===== src/rtl/dma_addr_pkg.sv =====
// Package: shared field layout and encodings for the DMA address generator.
// Assumes a 10-bit control word; field positions are fixed here so that the
// decoder and the bench agree on them.
package dma_addr_pkg;

    // Address update mode of one side.
    typedef enum logic [1:0] {
        AMODE_HOLD = 2'b00,
        AMODE_UP   = 2'b01,
        AMODE_DOWN = 2'b10,
        AMODE_BAD  = 2'b11
    } addr_mode_e;

    // Transfer unit size.
    typedef enum logic [2:0] {
        USZ_B1   = 3'd0,
        USZ_B2   = 3'd1,
        USZ_B4   = 3'd2,
        USZ_B8   = 3'd3,
        USZ_B32  = 3'd4,
        USZ_R5   = 3'd5,
        USZ_R6   = 3'd6,
        USZ_R7   = 3'd7
    } unit_size_e;

    // Single-address direction.
    typedef enum logic [1:0] {
        SDIR_DUAL   = 2'b00,
        SDIR_MEM2IO = 2'b01,
        SDIR_IO2MEM = 2'b10,
        SDIR_DUAL2  = 2'b11
    } single_dir_e;

    localparam int CTRL_W = 10;
    localparam int STEP_W = 6;

    // Decoded view of the control word.
    typedef struct packed {
        logic        ack_low;
        single_dir_e sdir;
        unit_size_e  usize;
        addr_mode_e  dmode;
        addr_mode_e  smode;
    } chan_ctrl_t;

endpackage


===== src/rtl/dma_step_decode.sv =====
// Module: dma_step_decode
// Turns the transfer size code into an unsigned step magnitude.
// Assumes reserved size codes must not move the address (step 0).
module dma_step_decode
    import dma_addr_pkg::*;
(
    input  unit_size_e        usize,
    output logic [STEP_W-1:0] step
);

    // Purpose: look up the per-unit byte step.
    always_comb begin
        case (usize)
            USZ_B1:  step = STEP_W'(1);
            USZ_B2:  step = STEP_W'(2);
            USZ_B4:  step = STEP_W'(4);
            USZ_B8:  step = STEP_W'(8);
            USZ_B32: step = STEP_W'(32);
            default: step = '0;
        endcase
    end

endmodule


===== src/rtl/dma_addr_side.sv =====
// Module: dma_addr_side
// Holds the address register of one side (source or destination). It loads
// it, or steps it up or down on a done pulse according to its mode.
// Assumes: load beats done; an ignored side or forbidden mode holds the value.
module dma_addr_side
    import dma_addr_pkg::*;
#(
    parameter int ADDR_W = 32
) (
    input  logic              clk,
    input  logic              rst_n,
    input  addr_mode_e        mode,
    input  logic              ignore,
    input  logic [STEP_W-1:0] step,
    input  logic              load,
    input  logic [ADDR_W-1:0] init,
    input  logic              done,
    output logic [ADDR_W-1:0] addr,
    output logic              bad
);

    logic [ADDR_W-1:0] step_ext;
    logic [ADDR_W-1:0] next_addr;

    assign step_ext = ADDR_W'(step);

    // Purpose: flag a forbidden mode only while this side is in use.
    assign bad = !ignore && (mode == AMODE_BAD);

    // Purpose: compute the stepped address for the current mode.
    always_comb begin
        next_addr = addr;
        if (!ignore) begin
            case (mode)
                AMODE_UP:   next_addr = addr + step_ext;
                AMODE_DOWN: next_addr = addr - step_ext;
                default:    next_addr = addr;
            endcase
        end
    end

    // Purpose: address register with reset, load priority and done update.
    always_ff @(posedge clk) begin
        if (!rst_n)
            addr <= '0;
        else if (load)
            addr <= init;
        else if (done)
            addr <= next_addr;
    end

    AST_LOAD_WINS: assert property (@(posedge clk) disable iff (!rst_n)
        load |=> addr == $past(init));
    AST_HOLD_IDLE: assert property (@(posedge clk) disable iff (!rst_n)
        (!load && !done) |=> $stable(addr));
    AST_BAD_FREEZE: assert property (@(posedge clk) disable iff (!rst_n)
        (!load && done && !ignore && mode == AMODE_BAD) |=> $stable(addr));
    AST_IGNORED_SIDE: assert property (@(posedge clk) disable iff (!rst_n)
        (!load && ignore) |=> $stable(addr));
    AST_UP_STEP: assert property (@(posedge clk) disable iff (!rst_n)
        (!load && done && !ignore && mode == AMODE_UP)
        |=> addr == $past(addr) + ADDR_W'($past(step)));

endmodule


===== src/rtl/dma_ack_shape.sv =====
// Module: dma_ack_shape
// Applies the programmed polarity to the raw acknowledge request.
// Assumes a combinational path is acceptable (no extra cycle of latency).
module dma_ack_shape (
    input  logic ack_req,
    input  logic ack_low,
    output logic ack_out
);

    // Purpose: active-high passes the request, active-low inverts it.
    always_comb begin
        if (ack_low)
            ack_out = !ack_req;
        else
            ack_out = ack_req;
    end

endmodule


===== src/rtl/dma_addr_gen.sv =====
// Module: dma_addr_gen (top)
// Address generator for one DMA channel: source and destination registers,
// step decode, single-address masking, sticky config error, ack polarity.
// Assumes the control word is stable while transfers run.
module dma_addr_gen
    import dma_addr_pkg::*;
#(
    parameter int ADDR_W = 32
) (
    input  logic              clk,
    input  logic              rst_n,
    input  logic [CTRL_W-1:0] ctrl_word,
    input  logic              load_stb,
    input  logic [ADDR_W-1:0] src_init,
    input  logic [ADDR_W-1:0] dst_init,
    input  logic              xfer_done,
    input  logic              ack_req,
    output logic [ADDR_W-1:0] src_addr,
    output logic [ADDR_W-1:0] dst_addr,
    output logic              ack_out,
    output logic              cfg_err
);

    localparam int NSIDE = 2;

    chan_ctrl_t        ctl;
    logic [STEP_W-1:0] step;
    addr_mode_e        side_mode [NSIDE];
    logic              side_ign  [NSIDE];
    logic [ADDR_W-1:0] side_init [NSIDE];
    logic [ADDR_W-1:0] side_addr [NSIDE];
    logic              side_bad  [NSIDE];
    logic              any_bad;

    assign ctl = chan_ctrl_t'(ctrl_word);

    dma_step_decode u_step (
        .usize (ctl.usize),
        .step  (step)
    );

    // Purpose: route per-side mode, ignore and start address (0=src, 1=dst).
    always_comb begin
        side_mode[0] = ctl.smode;
        side_mode[1] = ctl.dmode;
        side_ign[0]  = (ctl.sdir == SDIR_IO2MEM);
        side_ign[1]  = (ctl.sdir == SDIR_MEM2IO);
        side_init[0] = src_init;
        side_init[1] = dst_init;
    end

    for (genvar g = 0; g < NSIDE; g++) begin : g_side
        dma_addr_side #(.ADDR_W(ADDR_W)) u_side (
            .clk    (clk),
            .rst_n  (rst_n),
            .mode   (side_mode[g]),
            .ignore (side_ign[g]),
            .step   (step),
            .load   (load_stb),
            .init   (side_init[g]),
            .done   (xfer_done),
            .addr   (side_addr[g]),
            .bad    (side_bad[g])
        );
    end

    assign src_addr = side_addr[0];
    assign dst_addr = side_addr[1];
    assign any_bad  = side_bad[0] || side_bad[1];

    // Purpose: sticky error, cleared by a load strobe.
    always_ff @(posedge clk) begin
        if (!rst_n)
            cfg_err <= 1'b0;
        else if (load_stb)
            cfg_err <= 1'b0;
        else if (any_bad)
            cfg_err <= 1'b1;
    end

    dma_ack_shape u_ack (
        .ack_req (ack_req),
        .ack_low (ctl.ack_low),
        .ack_out (ack_out)
    );

    AST_ERR_STICKY: assert property (@(posedge clk) disable iff (!rst_n)
        (cfg_err && !load_stb) |=> cfg_err);
    AST_ERR_CLEAR: assert property (@(posedge clk) disable iff (!rst_n)
        load_stb |=> !cfg_err);
    AST_ACK_IDLE: assert property (@(posedge clk) disable iff (!rst_n)
        !ack_req |-> ack_out == ctrl_word[9]);
    AST_IGN_NO_ERR: assert property (@(posedge clk) disable iff (!rst_n)
        (!cfg_err && !load_stb && ctrl_word[8:7] == 2'b01
         && ctrl_word[1:0] != 2'b11) |=> !cfg_err);

endmodule


===== config.mk =====
export PLATFORM = sky130hd
export DESIGN_NAME = dma_addr_gen
export DESIGN_NICKNAME = d
export VERILOG_FILES = /design/src/rtl/dma_addr_pkg.sv /design/src/rtl/dma_step_decode.sv /design/src/rtl/dma_addr_side.sv /design/src/rtl/dma_ack_shape.sv /design/src/rtl/dma_addr_gen.sv
export SDC_FILE = /design/constraint.sdc
export NUM_CORES = 1
export LEC_CHECK = 0
export BUFFER_PORTS_ARGS = -buffer_cell sky130_fd_sc_hd__buf_4
export CELL_PAD_IN_SITES_DETAIL_PLACEMENT = 1
export CELL_PAD_IN_SITES_GLOBAL_PLACEMENT = 1
export CORE_MARGIN = 1
export CORE_UTILIZATION = 43
export DETAILED_ROUTE_END_ITERATION = 10
export PLACE_DENSITY_LB_ADDON = 0.1
export SLEW_MARGIN = 15
export SYNTH_ARGS = -nofsm -noshare
export SYNTH_HDL_FRONTEND = slang
export SYNTH_SLANG_ARGS = --single-unit

===== constraint.sdc =====
create_clock -name clk -period 6.9 [get_ports clk]
set_input_delay 1.38 -clock clk [delete_from_list [all_inputs] [get_ports clk]]
set_output_delay 1.38 -clock clk [all_outputs]
set_load 0.01 [all_outputs]

* Word level (Yosys, flattened, before mapping)
Cells that the tools add are included.
** Cells by class
- $add $sub $neg :: 4
- $mul :: 0
- Div/mod/pow operators :: 0
- $lt $le $gt $ge :: 0
- Equality and inequality tests :: 14
- Shift operators :: 0
- Muxes and demuxes :: 10
- Bitwise gates (word level) :: 1
- Reduce and logical (&&, ||, !) cells :: 13
** Operators by type and width (count)
- 32-bit two-way mux :: 6
- 32-bit case mux with 2 select lines :: 2
- 32-bit by 6-bit adder with 32-bit output :: 2
- 32-bit by 6-bit subtractor with 32-bit output :: 2
- 6-bit case mux with 5 select lines :: 1
- 2-bit equality test (second input constant) :: 5
- 2-bit by 1-bit equality test with 1-bit output (second input constant) :: 3
- 3-bit by 2-bit equality test with 1-bit output (second input constant) :: 2
- 3-bit AND reduction :: 2
- 3-bit nonzero test :: 2
- 2-bit != test (second input constant) :: 2
- 3-bit by 1-bit equality test with 1-bit output (second input constant) :: 1
- 3-bit equality test (second input constant) :: 1
- 1-bit logical NOT :: 3
- 3-bit logical NOT :: 1
- 1-bit logical AND :: 2
- 2-bit nonzero test :: 1
- 2-bit OR reduction :: 1
- 1-bit logical OR :: 1
- 1-bit two-way mux :: 1
- 1-bit inverter :: 1
** Word-level totals
- Flip-flop bits (word level) :: 65
- Bits in latches :: 0
- Memory bits (writable) :: 0
- ROM bits :: 0
- Input port bits :: 79
- Output and inout port bits :: 66
- Word-level logic and storage cells :: 45
- Memories :: 0

* Logic depth before layout (Yosys ltp)
- Depth in word-level cells :: 7
- Gate-level depth with buffers :: 16
- Mapped depth without buffers :: 16

* Hierarchy
Synthesis repeated with hierarchy kept, for this count alone.
** Unflattened totals
- Cell total of the unflattened synthesis :: 961
- Area, all modules :: 7029.2 µm²
** Modules (own cells, without submodules)
- dma_addr_side (g_side[1].u_side) :: times used 1, cells an instance 492, area an instance 3488.3 µm², sequential area each 640.6 µm²
- dma_addr_side (g_side[0].u_side) :: times used 1, cells an instance 456, area an instance 3428.3 µm², sequential area each 640.6 µm²
- dma_addr_gen :: times used 1, cells an instance 5, area an instance 55.1 µm², sequential area each 20.0 µm²
- dma_step_decode :: times used 1, cells an instance 7, area an instance 48.8 µm², sequential area each 0.0 µm²
- dma_ack_shape :: times used 1, cells an instance 1, area an instance 8.8 µm², sequential area each 0.0 µm²

* Least setup slack after synthesis
Ideal clock, no wire load.
- Path kind :: input-to-reg
- Start :: input ctrl_word[6]
- End :: register g_side[0].u_side.addr[27]
- Setup time :: 0.122 ns
- Data arrival time :: 4.425 ns
- Data required time :: 6.778 ns
- Slack :: 2.353 ns
- Stages on the path :: 14
- Buffers on the path :: 0
- Path through :: or3_1 > ha_1 > nand3_1 > nand2_1 > ha_1 > and3_2 > a221oi_4 > o21ai_2 > nand2b_4 > a211o_2 > a31oi_4 > o31a_2 > nor3_1 > o311a_1
** Between the ends
- Cells in the longest elaborated chain, start to end :: 7
- Elaborated cells between the ends (all ways) :: 12
- Classes of those cells :: add/sub (2); eq/ne (4); mux (5); reduce/logical (1)
** Ends and longest elaborated chain
- start: declaration :: RTL line dma_addr_gen.sv:12 : input logic [CTRL_W-1:0] ctrl_word,
- 3-bit equality test (tied with other cells) :: RTL line dma_step_decode.sv:13 : case (usize)
- 6-bit case mux with 5 select lines * :: RTL line dma_step_decode.sv:13
- 32-bit by 6-bit subtractor with 32-bit output or 32-bit by 6-bit adder with 32-bit output (tied branches) :: RTL line dma_addr_side.sv:36, dma_addr_side.sv:35
- 32-bit case mux with 2 select lines * :: RTL line dma_addr_side.sv:34 : case (mode)
- 32-bit two-way mux * :: RTL line dma_addr_side.sv:33 : if (!ignore) begin
- 32-bit two-way mux * :: RTL line dma_addr_side.sv:48 : else if (done)
- 32-bit two-way mux * :: RTL line dma_addr_side.sv:46 : else if (load)
- end signal: assignment :: RTL line dma_addr_side.sv:47 : addr <= init;
- end signal: assignment :: RTL line dma_addr_side.sv:49 : addr <= next_addr;
- end: declaration :: RTL line dma_addr_side.sv:18 : output logic [ADDR_W-1:0] addr,
Every way passes the cells marked *; elsewhere a longest branch is shown, timed or not. The select of a mux whose other input is x is not followed.
A chain may end at the register's enable or synchronous reset.

* Worst setup path in the final report
- Start :: input ctrl_word[6]
- End :: register g_side[1].u_side.addr[22]
** Between the ends
- Cells in the longest elaborated chain, start to end :: 7
- Elaborated cells between the ends (all ways) :: 12
- Classes of those cells :: add/sub (2); eq/ne (4); mux (5); reduce/logical (1)
** Ends and longest elaborated chain (RTL line)
- 3-bit equality test (tied with other cells) :: dma_step_decode.sv:13
- 6-bit case mux with 5 select lines * :: dma_step_decode.sv:13
- 32-bit by 6-bit subtractor with 32-bit output or 32-bit by 6-bit adder with 32-bit output (tied branches) :: dma_addr_side.sv:36, dma_addr_side.sv:35
- 32-bit case mux with 2 select lines * :: dma_addr_side.sv:34
- 32-bit two-way mux * :: dma_addr_side.sv:33
- 32-bit two-way mux * :: dma_addr_side.sv:48
- 32-bit two-way mux * :: dma_addr_side.sv:46
- end signal: assignment :: dma_addr_side.sv:47
- end signal: assignment :: dma_addr_side.sv:49
- end: declaration :: dma_addr_side.sv:18
Marked as above.

==> results_dict.tcl <==
set metrics [dict create \
    crit_type "primary input to flop" \
    port_buffers 144 \
    synth_ff_type "dfxtp_1" \
    area_growth_pct 21.0 \
    synth_top_area_cell "dfxtp_1" \
    ctsHoldBuffers 0 \
    post-route-util 0.542 \
    tightest_slew_ns 1.10 \
    dp.cells 1173 \
    cts_tree "done" \
    final_cells 1188 \
    drtIter0Drc 352 \
    drive_above_1_share 0.179 \
    yosys.cell_types.count 73 \
    antenna_cells 0 \
    synth-async-reset-ratio 0 \
    period_share 0.705 \
    topRoutingLayerUsed "met4" \
    num_rows 44 \
    syn_area_mm2 0.00661 \
    grt_pass1_wl_um 37500 \
    die-width_um 126 \
    rsz0062_at_grt "no" \
    ios 145 \
    antenna_found_initial 0 \
    postCtsResizedCells 0 \
    finalCriticalPeriod_ns 4.87 \
    drt_wl_total_um 23100 \
    seq_area_frac_synth 0.197 \
    grt_usage 0.297 \
    hold_class "flop to flop" \
    wl_met1_um 10400 \
    vdd_drop_max_mv 0.124 \
    syn-instance-count 896 \
    dr.pass1.iters 4 \
    yosys_warnings 0 \
    slew_viol_final 0 \
    max_freq_ghz 0.206 \
    wl_met2_um 11500 \
    wl_per_cell_um 19.5 \
    p_per_area_mw_per_mm2 220 \
    grt_max_degree 62 \
    synthTopCellsByCount "a21oi_1 (122), nand2_1 (104), o21ai_0 (67)" \
    worstPathArrival_ns 5.06 \
    fillers 1895 \
    status "finished clean" \
    drv_cap 0 \
    end_kind "flop" \
    synth_top_area_frac 0.197 \
    register_area_mm2 0.00130 \
    post-route-drc-count 0 \
    leakagePower_uw 0.00369 \
    cts_max_level 3 \
    start_util 0.448 \
    coreArea_mm2 0.0148 \
    die-area_mm2 0.0159 \
    path_clk_slew_ns 0.06 \
    syn_area_per_cell_um2 7.38 \
    fin_nets 1145 \
    synth_edf_count 0 \
    clk_latency_ns 0.35 \
    postCtsSetupBuffers 0 \
    vias_per_cell 5.99 \
    ant_nets 0 \
    clk_path_buf_depth 2 \
    cp_data_required_time_ns 7.10 \
    clockRootBuffer "clkbuf_16" \
    yosys-top-cells-area "dfxtp_1 (20%), ha_1 (12%), a21oi_1 (9.2%)" \
    wl_met3_um 839 \
    report.final.hold_viol_count 0 \
    route.vias.total 7112 \
    multiInputGateArea_mm2 0.00496 \
    place.gp.congestion 0.919 \
    yosysMostFrequentCell "a21oi_1" \
    numCtsBuffers 9 \
    cts.sinks 65 \
    fin_tns_setup_ns 0 \
    worstPathMaxFanout 8 \
    setup-violations-final 0 \
    ys_ff_latch 65 \
    crit_path_start_kind "primary input" \
    skew_ns 0.0114 \
    synth_fp_nets 1041 \
    grt_pass1_vias 7247 \
    grt_remaining_overflow 0 \
    die_h_um 126 \
    slew_headroom 0.269 \
    dp_hpwl_um 17000 \
]
[metal layers]
metal / up-vias / track usage
li1: 3525 / -
met1: 3412 / 0.372
met2: 148 / 0.528
met3: 27 / 0.0365
met4: 0 / 0.0928
met5: - / 0
[placed cells by master, fill, tap and decap left out, types with 4 or more instances in the layout]
cell / n
a211oi_1: 17
a21o_1: 30
a21oi_1: 122
a311oi_1: 5
a31oi_1: 16
a41oi_1: 5
and3_1: 16
buf_4: 147
clkbuf_16: 9
clkbuf_8: 4
dfxtp_1: 65
ha_1: 64
inv_1: 20
nand2_1: 104
nand2b_1: 18
nand3_1: 22
nand4_1: 6
nor2_1: 60
nor2b_1: 9
nor3_1: 14
o211a_1: 13
o211ai_1: 18
o21a_1: 13
o21ai_0: 67
o21bai_1: 11
o31ai_1: 5
or3_1: 8
xnor2_1: 30
xor2_1: 19
[logic make-up (layout without fill, tap and decap cells)]
group                      count (synthesis)  in the layout  share of synthesized area
muxes                                      3              3                    0.00454
AOI/OAI and AO/OA                        358            358                      0.353
adders and majority gates                 66             66                      0.127
and+or+nand+nor                          279            279                      0.201
xor gates and xnor gates                  49             49                     0.0649
buffers and inverters                     76            184                     0.0521
DFF                                       65             65                      0.197
[stage by stage]
step | total power, uW | area (um2) | hold WS, ns | setup WS (ns)
floorplan | 1010 | 6610 | 0.508 | 2.35
global placement | 1240 | 7680 | 0.492 | 1.87
detailed placement | 1250 | 7680 | 0.503 | 1.71
CTS | 1760 | 8000 | 0.514 | 2.07
global route | 1860 | 8000 | 0.538 | 1.76
finish | 1760 | 8000 | 0.506 | 2.03
[worst paths after layout]
kind	slack, ns	cells after the start	startpoint	to
setup / recovery	2.03	15	ctrl_word[6]	g_side[1].u_side.addr[22]$_SDFFE_PN0P_
hold / removal	0.51	2	g_side[1].u_side.addr[15]$_SDFFE_PN0P_	g_side[1].u_side.addr[15]$_SDFFE_PN0P_
setup reg to reg	3.82	13	g_side[1].u_side.addr[0]$_SDFFE_PN0P_	g_side[1].u_side.addr[22]$_SDFFE_PN0P_
hold reg to reg	0.51	2	g_side[1].u_side.addr[15]$_SDFFE_PN0P_	g_side[1].u_side.addr[15]$_SDFFE_PN0P_
[layout make-up]
class,instances,share of cell area
clock inverters,2,0.00438
well taps,184,0.0288
repair buffers,147,0.138
multi-input cells,755,0.621
inverters,22,0.0103
flip-flops and latches,65,0.163
clock buffers,13,0.0350
[state kept, by name (all words and copies together), names as in the netlist]
| signal | count |
|---|---|
| g_side.u_side.addr | 64 |
| cfg_err | 1 |
[critical path, stage by stage]
cell,delay (ns)
buf_4,0.13
or3_1,0.40
ha_1,0.25
nand3_1,0.16
nand2_1,0.30
ha_1,0.46
a21o_1,0.23
a21oi_1,0.18
a21boi_1,0.38
o21bai_1,0.19
a41oi_1,0.34
nand2b_1,0.16
a311oi_1,0.30
a41o_1,0.14
a221oi_1,0.07
[power breakdown]
| part | switching (uW) | internal (uW) | total, uW |
|---|---|---|---|
| clock network | 184 | 317 | 501 |
| logic | 470 | 343 | 813 |
| registers | 35.5 | 409 | 444 |
| total | 689 | 1070 | 1760 |
(Power assumes the default switching activity.)
